===== src/rtl/dtc_pkg.sv =====
package dtc_pkg;

    typedef enum logic [1:0] {
        EDGE_FALL = 2'b00,
        EDGE_RISE = 2'b01,
        EDGE_NONE = 2'b10,
        EDGE_BOTH = 2'b11
    } edge_code_e;

    typedef enum logic [1:0] {
        WR_WORD = 2'd0,
        WR_BYTE = 2'd1,
        WR_BIT  = 2'd2,
        WR_RSVD = 2'd3
    } wr_size_e;

    // qualify a detected transition against the pin's edge code
    function automatic logic edge_qualify(input logic [1:0] code,
                                          input logic       rise,
                                          input logic       fall);
        logic hit;
        unique case (edge_code_e'(code))
            EDGE_FALL: hit = fall;
            EDGE_RISE: hit = rise;
            EDGE_NONE: hit = 1'b0;
            EDGE_BOTH: hit = rise | fall;
            default:   hit = 1'b0;
        endcase
        return hit;
    endfunction

endpackage


===== src/rtl/dtc_mode_reg.sv =====
module dtc_mode_reg
    import dtc_pkg::*;
#(
    parameter int REG_W = 16
) (
    input  logic                     clk,
    input  logic                     rst_n,
    input  logic                     wr_en_i,
    input  logic [1:0]               wr_size_i,
    input  logic [$clog2(REG_W)-1:0] wr_sel_i,
    input  logic [REG_W-1:0]         wr_data_i,
    output logic [REG_W-1:0]         mode_o
);
    localparam int SEL_W   = $clog2(REG_W);
    localparam int N_BYTES = REG_W / 8;

    typedef struct packed {
        logic [REG_W-1:0] mode;
    } mr_state_t;

    mr_state_t st_d, st_q;

    always_comb begin
        st_d = st_q;
        if (wr_en_i) begin
            unique case (wr_size_e'(wr_size_i))
                WR_WORD: st_d.mode = wr_data_i;
                WR_BYTE: begin
                    for (int b = 0; b < N_BYTES; b++) begin
                        if (wr_sel_i == SEL_W'(b)) begin
                            st_d.mode[b*8 +: 8] = wr_data_i[7:0];
                        end
                    end
                end
                WR_BIT: begin
                    for (int i = 0; i < REG_W; i++) begin
                        if (wr_sel_i == SEL_W'(i)) begin
                            st_d.mode[i] = wr_data_i[0];
                        end
                    end
                end
                default: ;
            endcase
        end
    end

    always_ff @(posedge clk or negedge rst_n) begin
        if (!rst_n) begin
            st_q <= '0;
        end else begin
            st_q <= st_d;
        end
    end

    assign mode_o = st_q.mode;

endmodule


===== src/rtl/dtc_timebase.sv =====
module dtc_timebase #(
    parameter int CNT_W = 16,
    parameter int N_TB  = 2
) (
    input  logic                    clk,
    input  logic                    rst_n,
    input  logic [N_TB-1:0]         en_i,
    output logic [N_TB*CNT_W-1:0]   cnt_o
);
    typedef struct packed {
        logic [N_TB-1:0][CNT_W-1:0] cnt;
    } tb_state_t;

    tb_state_t st_d, st_q;

    always_comb begin
        st_d = st_q;
        for (int t = 0; t < N_TB; t++) begin
            if (en_i[t]) begin
                st_d.cnt[t] = st_q.cnt[t] + CNT_W'(1);
            end
        end
    end

    always_ff @(posedge clk or negedge rst_n) begin
        if (!rst_n) begin
            st_q <= '0;
        end else begin
            st_q <= st_d;
        end
    end

    assign cnt_o = st_q.cnt;

endmodule


===== src/rtl/dtc_pin_edge.sv =====
module dtc_pin_edge
    import dtc_pkg::*;
#(
    parameter int SYNC_STAGES = 2
) (
    input  logic       clk,
    input  logic       rst_n,
    input  logic       pin_i,
    input  logic [1:0] code_i,
    output logic       hit_o
);
    localparam int MSB = SYNC_STAGES - 1;

    typedef struct packed {
        logic [SYNC_STAGES-1:0] sync;
        logic                   last;
    } pe_state_t;

    pe_state_t st_d, st_q;
    logic      rise, fall;

    always_comb begin
        st_d      = st_q;
        st_d.sync = {st_q.sync[SYNC_STAGES-2:0], pin_i};
        st_d.last = st_q.sync[MSB];
        rise      = st_q.sync[MSB] & ~st_q.last;
        fall      = ~st_q.sync[MSB] & st_q.last;
        hit_o     = edge_qualify(code_i, rise, fall);
    end

    always_ff @(posedge clk or negedge rst_n) begin
        if (!rst_n) begin
            st_q <= '0;
        end else begin
            st_q <= st_d;
        end
    end

endmodule


===== src/rtl/dtc_capture_chan.sv =====
module dtc_capture_chan #(
    parameter int CNT_W = 16
) (
    input  logic             clk,
    input  logic             rst_n,
    input  logic             hit_i,
    input  logic             sel_i,
    input  logic [CNT_W-1:0] cnt0_i,
    input  logic [CNT_W-1:0] cnt1_i,
    output logic [CNT_W-1:0] val_o,
    output logic             stb_o
);
    typedef struct packed {
        logic [CNT_W-1:0] val;
        logic             stb;
    } cc_state_t;

    cc_state_t st_d, st_q;

    always_comb begin
        st_d     = st_q;
        st_d.stb = hit_i;
        if (hit_i) begin
            st_d.val = sel_i ? cnt1_i : cnt0_i;
        end
    end

    always_ff @(posedge clk or negedge rst_n) begin
        if (!rst_n) begin
            st_q <= '0;
        end else begin
            st_q <= st_d;
        end
    end

    assign val_o = st_q.val;
    assign stb_o = st_q.stb;

endmodule


===== src/rtl/dual_timebase_capture.sv =====
module dual_timebase_capture #(
    parameter int CNT_W       = 16,
    parameter int N_PINS      = 6,
    parameter int N_CH        = 4,
    parameter int SYNC_STAGES = 2
) (
    input  logic                               clk,
    input  logic                               rst_n,
    input  logic [1:0]                         cnt_en_i,
    input  logic                               wr_en_i,
    input  logic [1:0]                         wr_size_i,
    input  logic [$clog2(N_CH+2*N_PINS)-1:0]   wr_sel_i,
    input  logic [N_CH+2*N_PINS-1:0]           wr_data_i,
    input  logic [N_PINS-1:0]                  pin_i,
    output logic [N_CH+2*N_PINS-1:0]           mode_o,
    output logic [CNT_W-1:0]                   cnt0_o,
    output logic [CNT_W-1:0]                   cnt1_o,
    output logic [N_PINS-1:0]                  edge_o,
    output logic [N_CH-1:0]                    cap_stb_o,
    output logic [N_CH*CNT_W-1:0]              cap_val_o
);
    localparam int REG_W  = N_CH + 2 * N_PINS;
    localparam int TB_LSB = 2 * N_PINS;
    localparam int N_TB   = 2;

    typedef struct packed {
        logic [N_PINS-1:0] hits;
    } top_state_t;

    top_state_t               st_d, st_q;
    logic [REG_W-1:0]         mode;
    logic [N_TB*CNT_W-1:0]    cnt_flat;
    logic [N_PINS-1:0]        pin_hit;

    dtc_mode_reg #(.REG_W(REG_W)) mode_i (
        .clk       (clk),
        .rst_n     (rst_n),
        .wr_en_i   (wr_en_i),
        .wr_size_i (wr_size_i),
        .wr_sel_i  (wr_sel_i),
        .wr_data_i (wr_data_i),
        .mode_o    (mode)
    );

    dtc_timebase #(.CNT_W(CNT_W), .N_TB(N_TB)) tb_i (
        .clk   (clk),
        .rst_n (rst_n),
        .en_i  (cnt_en_i),
        .cnt_o (cnt_flat)
    );

    // one synchronizer and edge qualifier per input pin
    for (genvar y = 0; y < N_PINS; y++) begin : g_pin
        dtc_pin_edge #(.SYNC_STAGES(SYNC_STAGES)) edge_i (
            .clk    (clk),
            .rst_n  (rst_n),
            .pin_i  (pin_i[y]),
            .code_i (mode[2*y +: 2]),
            .hit_o  (pin_hit[y])
        );
    end

    // channel c (index i = c-1) listens to pin c and select bit TB_LSB+i
    for (genvar i = 0; i < N_CH; i++) begin : g_chan
        dtc_capture_chan #(.CNT_W(CNT_W)) chan_i (
            .clk    (clk),
            .rst_n  (rst_n),
            .hit_i  (pin_hit[i+1]),
            .sel_i  (mode[TB_LSB+i]),
            .cnt0_i (cnt_flat[0 +: CNT_W]),
            .cnt1_i (cnt_flat[CNT_W +: CNT_W]),
            .val_o  (cap_val_o[i*CNT_W +: CNT_W]),
            .stb_o  (cap_stb_o[i])
        );
    end

    always_comb begin
        st_d      = st_q;
        st_d.hits = pin_hit;
    end

    always_ff @(posedge clk or negedge rst_n) begin
        if (!rst_n) begin
            st_q <= '0;
        end else begin
            st_q <= st_d;
        end
    end

    assign mode_o = mode;
    assign cnt0_o = cnt_flat[0 +: CNT_W];
    assign cnt1_o = cnt_flat[CNT_W +: CNT_W];
    assign edge_o = st_q.hits;

endmodule


===== config.mk =====
export PLATFORM = sky130hd
export DESIGN_NAME = dual_timebase_capture
export DESIGN_NICKNAME = d
export VERILOG_FILES = /design/src/rtl/dtc_pkg.sv /design/src/rtl/dtc_mode_reg.sv /design/src/rtl/dtc_timebase.sv /design/src/rtl/dtc_pin_edge.sv /design/src/rtl/dtc_capture_chan.sv /design/src/rtl/dual_timebase_capture.sv
export SDC_FILE = /design/constraint.sdc
export NUM_CORES = 1
export LEC_CHECK = 0
export ABC_AREA = 1
export BUFFER_PORTS_ARGS = -buffer_cell sky130_fd_sc_hd__buf_2
export CORE_UTILIZATION = 45
export CTS_CLUSTER_DIAMETER = 50
export DETAILED_ROUTE_END_ITERATION = 16
export MAX_ROUTING_LAYER = met4
export PLACE_DENSITY = 0.74
export SETUP_SLACK_MARGIN = 0.2
export SKIP_CTS_REPAIR_TIMING = 1
export SYNTH_ARGS = -nofsm -noshare
export SYNTH_HDL_FRONTEND = slang
export SYNTH_HIERARCHICAL = 1
export SYNTH_SLANG_ARGS = --single-unit
export TNS_END_PERCENT = 50

===== constraint.sdc =====
create_clock -name clk -period 1.6 [get_ports clk]
set_input_delay 0 -clock clk [delete_from_list [all_inputs] [get_ports clk]]
set_output_delay 0 -clock clk [all_outputs]
set_load 0.05 [all_outputs]

==> reports/qor.yml <==
status:
  status: "finished with violations"
  violations: "negative hold slack"
finish:
  final_nets: 1308
  n_antenna_cell: 0
  final_area_mm2: 0.01008
  final_common_cell: "nand2_1"
  final_cell_mix: "nand2_1 (439), inv_1 (188), buf_2 (153)"
  drive_above_1_share_pct: 25.16
  area_growth_pct: 31.53
  finalNonFillerCells: 1488
yosys:
  synth_xor_area_share_pct: 1.828
  synth_nets: 1106
  synth.area.top_cells: "dfrtp_1 (46%), nand2_1 (21%), inv_1 (9.3%)"
  synthCells: 1053
  synth_top_area_share_pct: 45.69
  synth-seq-cells: 140
  synth_top_family_by_area: "simple AND/OR/NAND/NOR gates"
  synth-adder-area-share_pct: 3.264
  yosysUniqueCellTypes: 29
  yosysSeqAreaShare_pct: 45.69
  synthesis.area_per_instance_um2: 7.281
  synth-simple-area-share_pct: 34.29
  synth_compound_area_share_pct: 1.110
  yosys.area.top_type: "dfrtp_1"
  yosysWarnings: 6
  synth_mux_area_share_pct: 0.1469
  syn_area_mm2: 0.007667
placement:
  post-dp-hpwl_mm: 15.02
  gp_congestion: 0.8946
  place_inst: 1424
  portBuffers: 154
  postPlaceCellArea_mm2: 0.008797
floorplan:
  initial_utilization_pct: 46.24
  io_pins: 155
  fp.dieW_um: 132.5
  rows: 47
  core_mm2: 0.01658
  die_h_um: 132.5
  die_area_mm2: 0.01756
timing:
  final-hold-violation-count: 5
  setup_viol: 0
  fin_hold_ws_ps: -33.87
  finClkSkew_ps: 5.411
  worstMarginPinSlew_ps: 459.7
  final.setup.tns_ps: 0
  finalCritPeriodShare_pct: 90.94
  grt_setup_unrepaired: "true"
  slew_viol_final: 0
  fmax_ghz: 0.6873
  period_minus_slack_ps: 1455
  relSlewSlack_pct: 69.35
drt:
  vias: 7280
  totalWireLength_mm: 21.80
  vias_per_cell: 4.892
  first_pass_iters: 5
  wl_per_cell_um: 14.65
  drc: 0
  ant_nets: 0
  drtIter0Drc: 499
grt:
  groute.usage.overall_pct: 25.21
  grt_first_pass_wirelength_mm: 33.45
  first_global_vias: 6702
  met2_usage_pct: 39.97
  use_met1_pct: 31.37
  antenna_found_initial: 0
  grt.met3_usage_pct: 6.782
  grt_busiest_layer: "met2"
  grt.overflow.total: 0
  grt_max_degree: 47
worst_setup_path:
  crit_arrival_ps: 1770
  path_buf_inv: 3
  critical_path.endpoint_type: "register"
  cpMaxStageDelayCell: "dfrtp_1"
  path_cells: "inv_1, ha_1, inv_1, nand3_2, nand3_4, clkbuf_16, nand3_2, nand2_1"
  crit_family: "flip-flops"
  critical_path.max_stage_delay_ps: 380
  r2r_end: "g_chan[2].chan_i/val_o[7]"
  regToRegStartpoint: "g_pin[3].edge_i/st_d[0]"
  required_ps: 1910
  endpoint: "g_chan[2].chan_i/val_o[7]"
  rrSetupSlack_ps: 140
  critical_path_class: "reg -> reg"
  reg2reg_depth: 8
  cp-start-kind: "register"
  startpoint: "g_pin[3].edge_i/st_d[0]"
  path_depth: 8
  crit_fanout: 8
power_and_ir_drop:
  p_leak_nw: 5.706
  vdd_drop_max_mv: 0.9619
  cellPowerDensity_mw_per_mm2: 1813
flow_run:
  maxCapViolCount: 0
min_path:
  min_path_type: "in -> reg"
  hold_start: "wr_data_i[4]"
clock_tree:
  cts_buffers: 17
  clk_latency_ps: 420
  cts_buffer_depth: 2
  htree_levels: 4
  cts.sinks: 140
  tritoncts: "yes"
  clk_pin_slew_worst_paths_ps: 60
  cts-root-buf: "clkbuf_16"
## sequential cells by signal, summed over array words and instances (netlist names)
| name | flops |
|---|---|
| tb_i/cnt_o | 32 |
| g_chan.chan_i/stb_o | 4 |
| edge_o | 6 |
| mode_i/mode_o | 16 |
| g_pin.edge_i/st_d | 12 |
| g_chan.chan_i/val_o | 64 |
| g_pin.edge_i/st_q | 6 |
## worst min-delay path by stage
| stage | slack [ps] | depth (start not counted) | endpoint |
|---|---|---|---|
| global route | 3 | 5 | mode_i/mode_o[3] |
| CTS | -490 | 1 | g_chan[1].chan_i/val_o[11] |
| global placement | -40 | 1 | g_chan[1].chan_i/val_o[6] |
| detailed placement | -40 | 1 | g_chan[1].chan_i/val_o[8] |
| finish | -30 | 5 | mode_i/mode_o[4] |
| floorplan | -300 | 0 | edge_o[0] |
## where the power goes
part	total [mW]	switching [mW]	leakage, nW	internal [mW]
clock	4.62	1.53	0.339	3.08
sequential	5.71	1.10	1.74	4.61
combinational	7.95	5.94	3.62	2.01
total	18.3	8.57	5.71	9.71
## metal layers
| metal | up-vias | wire [µm] |
|---|---|---|
| li1 | 3545 | - |
| met1 | 3400 | 9398 |
| met2 | 304 | 10440 |
| met3 | 31 | 1577 |
| met4 | 0 | 382 |
| met5 | - | 0 |
## logic make-up after synthesis
logic type                 Yosys count
and+or+nand+nor                    628
muxes                                1
DFF                                140
xor gates and xnor gates            16
buffers and inverters              235
adders and majority gates           20
AOI/OAI and AO/OA                   13
## synthesized netlist by cell type, drive strengths merged
master	instances
a21oi	2
buf	30
clkbuf	2
dfrtp	140
ha	20
inv	203
mux2	1
nand2	444
nand3	112
nand3b	4
nand4	16
nor2	49
nor3	3
o21ai	9
o21bai	2
xnor2	6
xor2	10
## worst register-to-register path: stages, from the launching register on
cell and delay, ps:
dfrtp_1 380, inv_1 50, ha_1 270, inv_1 50
nand3_2 80, nand3_4 180, clkbuf_16 230, nand3_2 50
nand2_1 50
## layout make-up
cell class	count	area (µm²)
fillers	1465	6499
flip-flops and latches	140	3542
multi-input cells	678	3348
repair buffers	215	1435
inverters	203	792.0
clock buffers	21	480.5
well taps	220	275.3
clock inverters	11	211.5
## metrics by stage
| stage | hold WS (ps) | setup WS, ps | util (%) | total power [mW] |
|---|---|---|---|---|
| 4_1_cts | -487.1 | -88.92 | 57.22 | 17.97 |
| 2_1_floorplan | -295.6 | 128.6 | - | 11.26 |
| 6_report | -33.87 | 144.9 | 60.81 | 18.28 |
| 5_1_grt | 2.749 | 68.60 | 60.81 | 19.20 |
| 3_5_place_dp | -35.87 | -82.01 | 53.05 | 13.30 |
| 3_3_place_gp | -40.66 | 45.57 | 53.05 | 13.19 |
No activity file was read; power rests on OpenSTA's default activity.
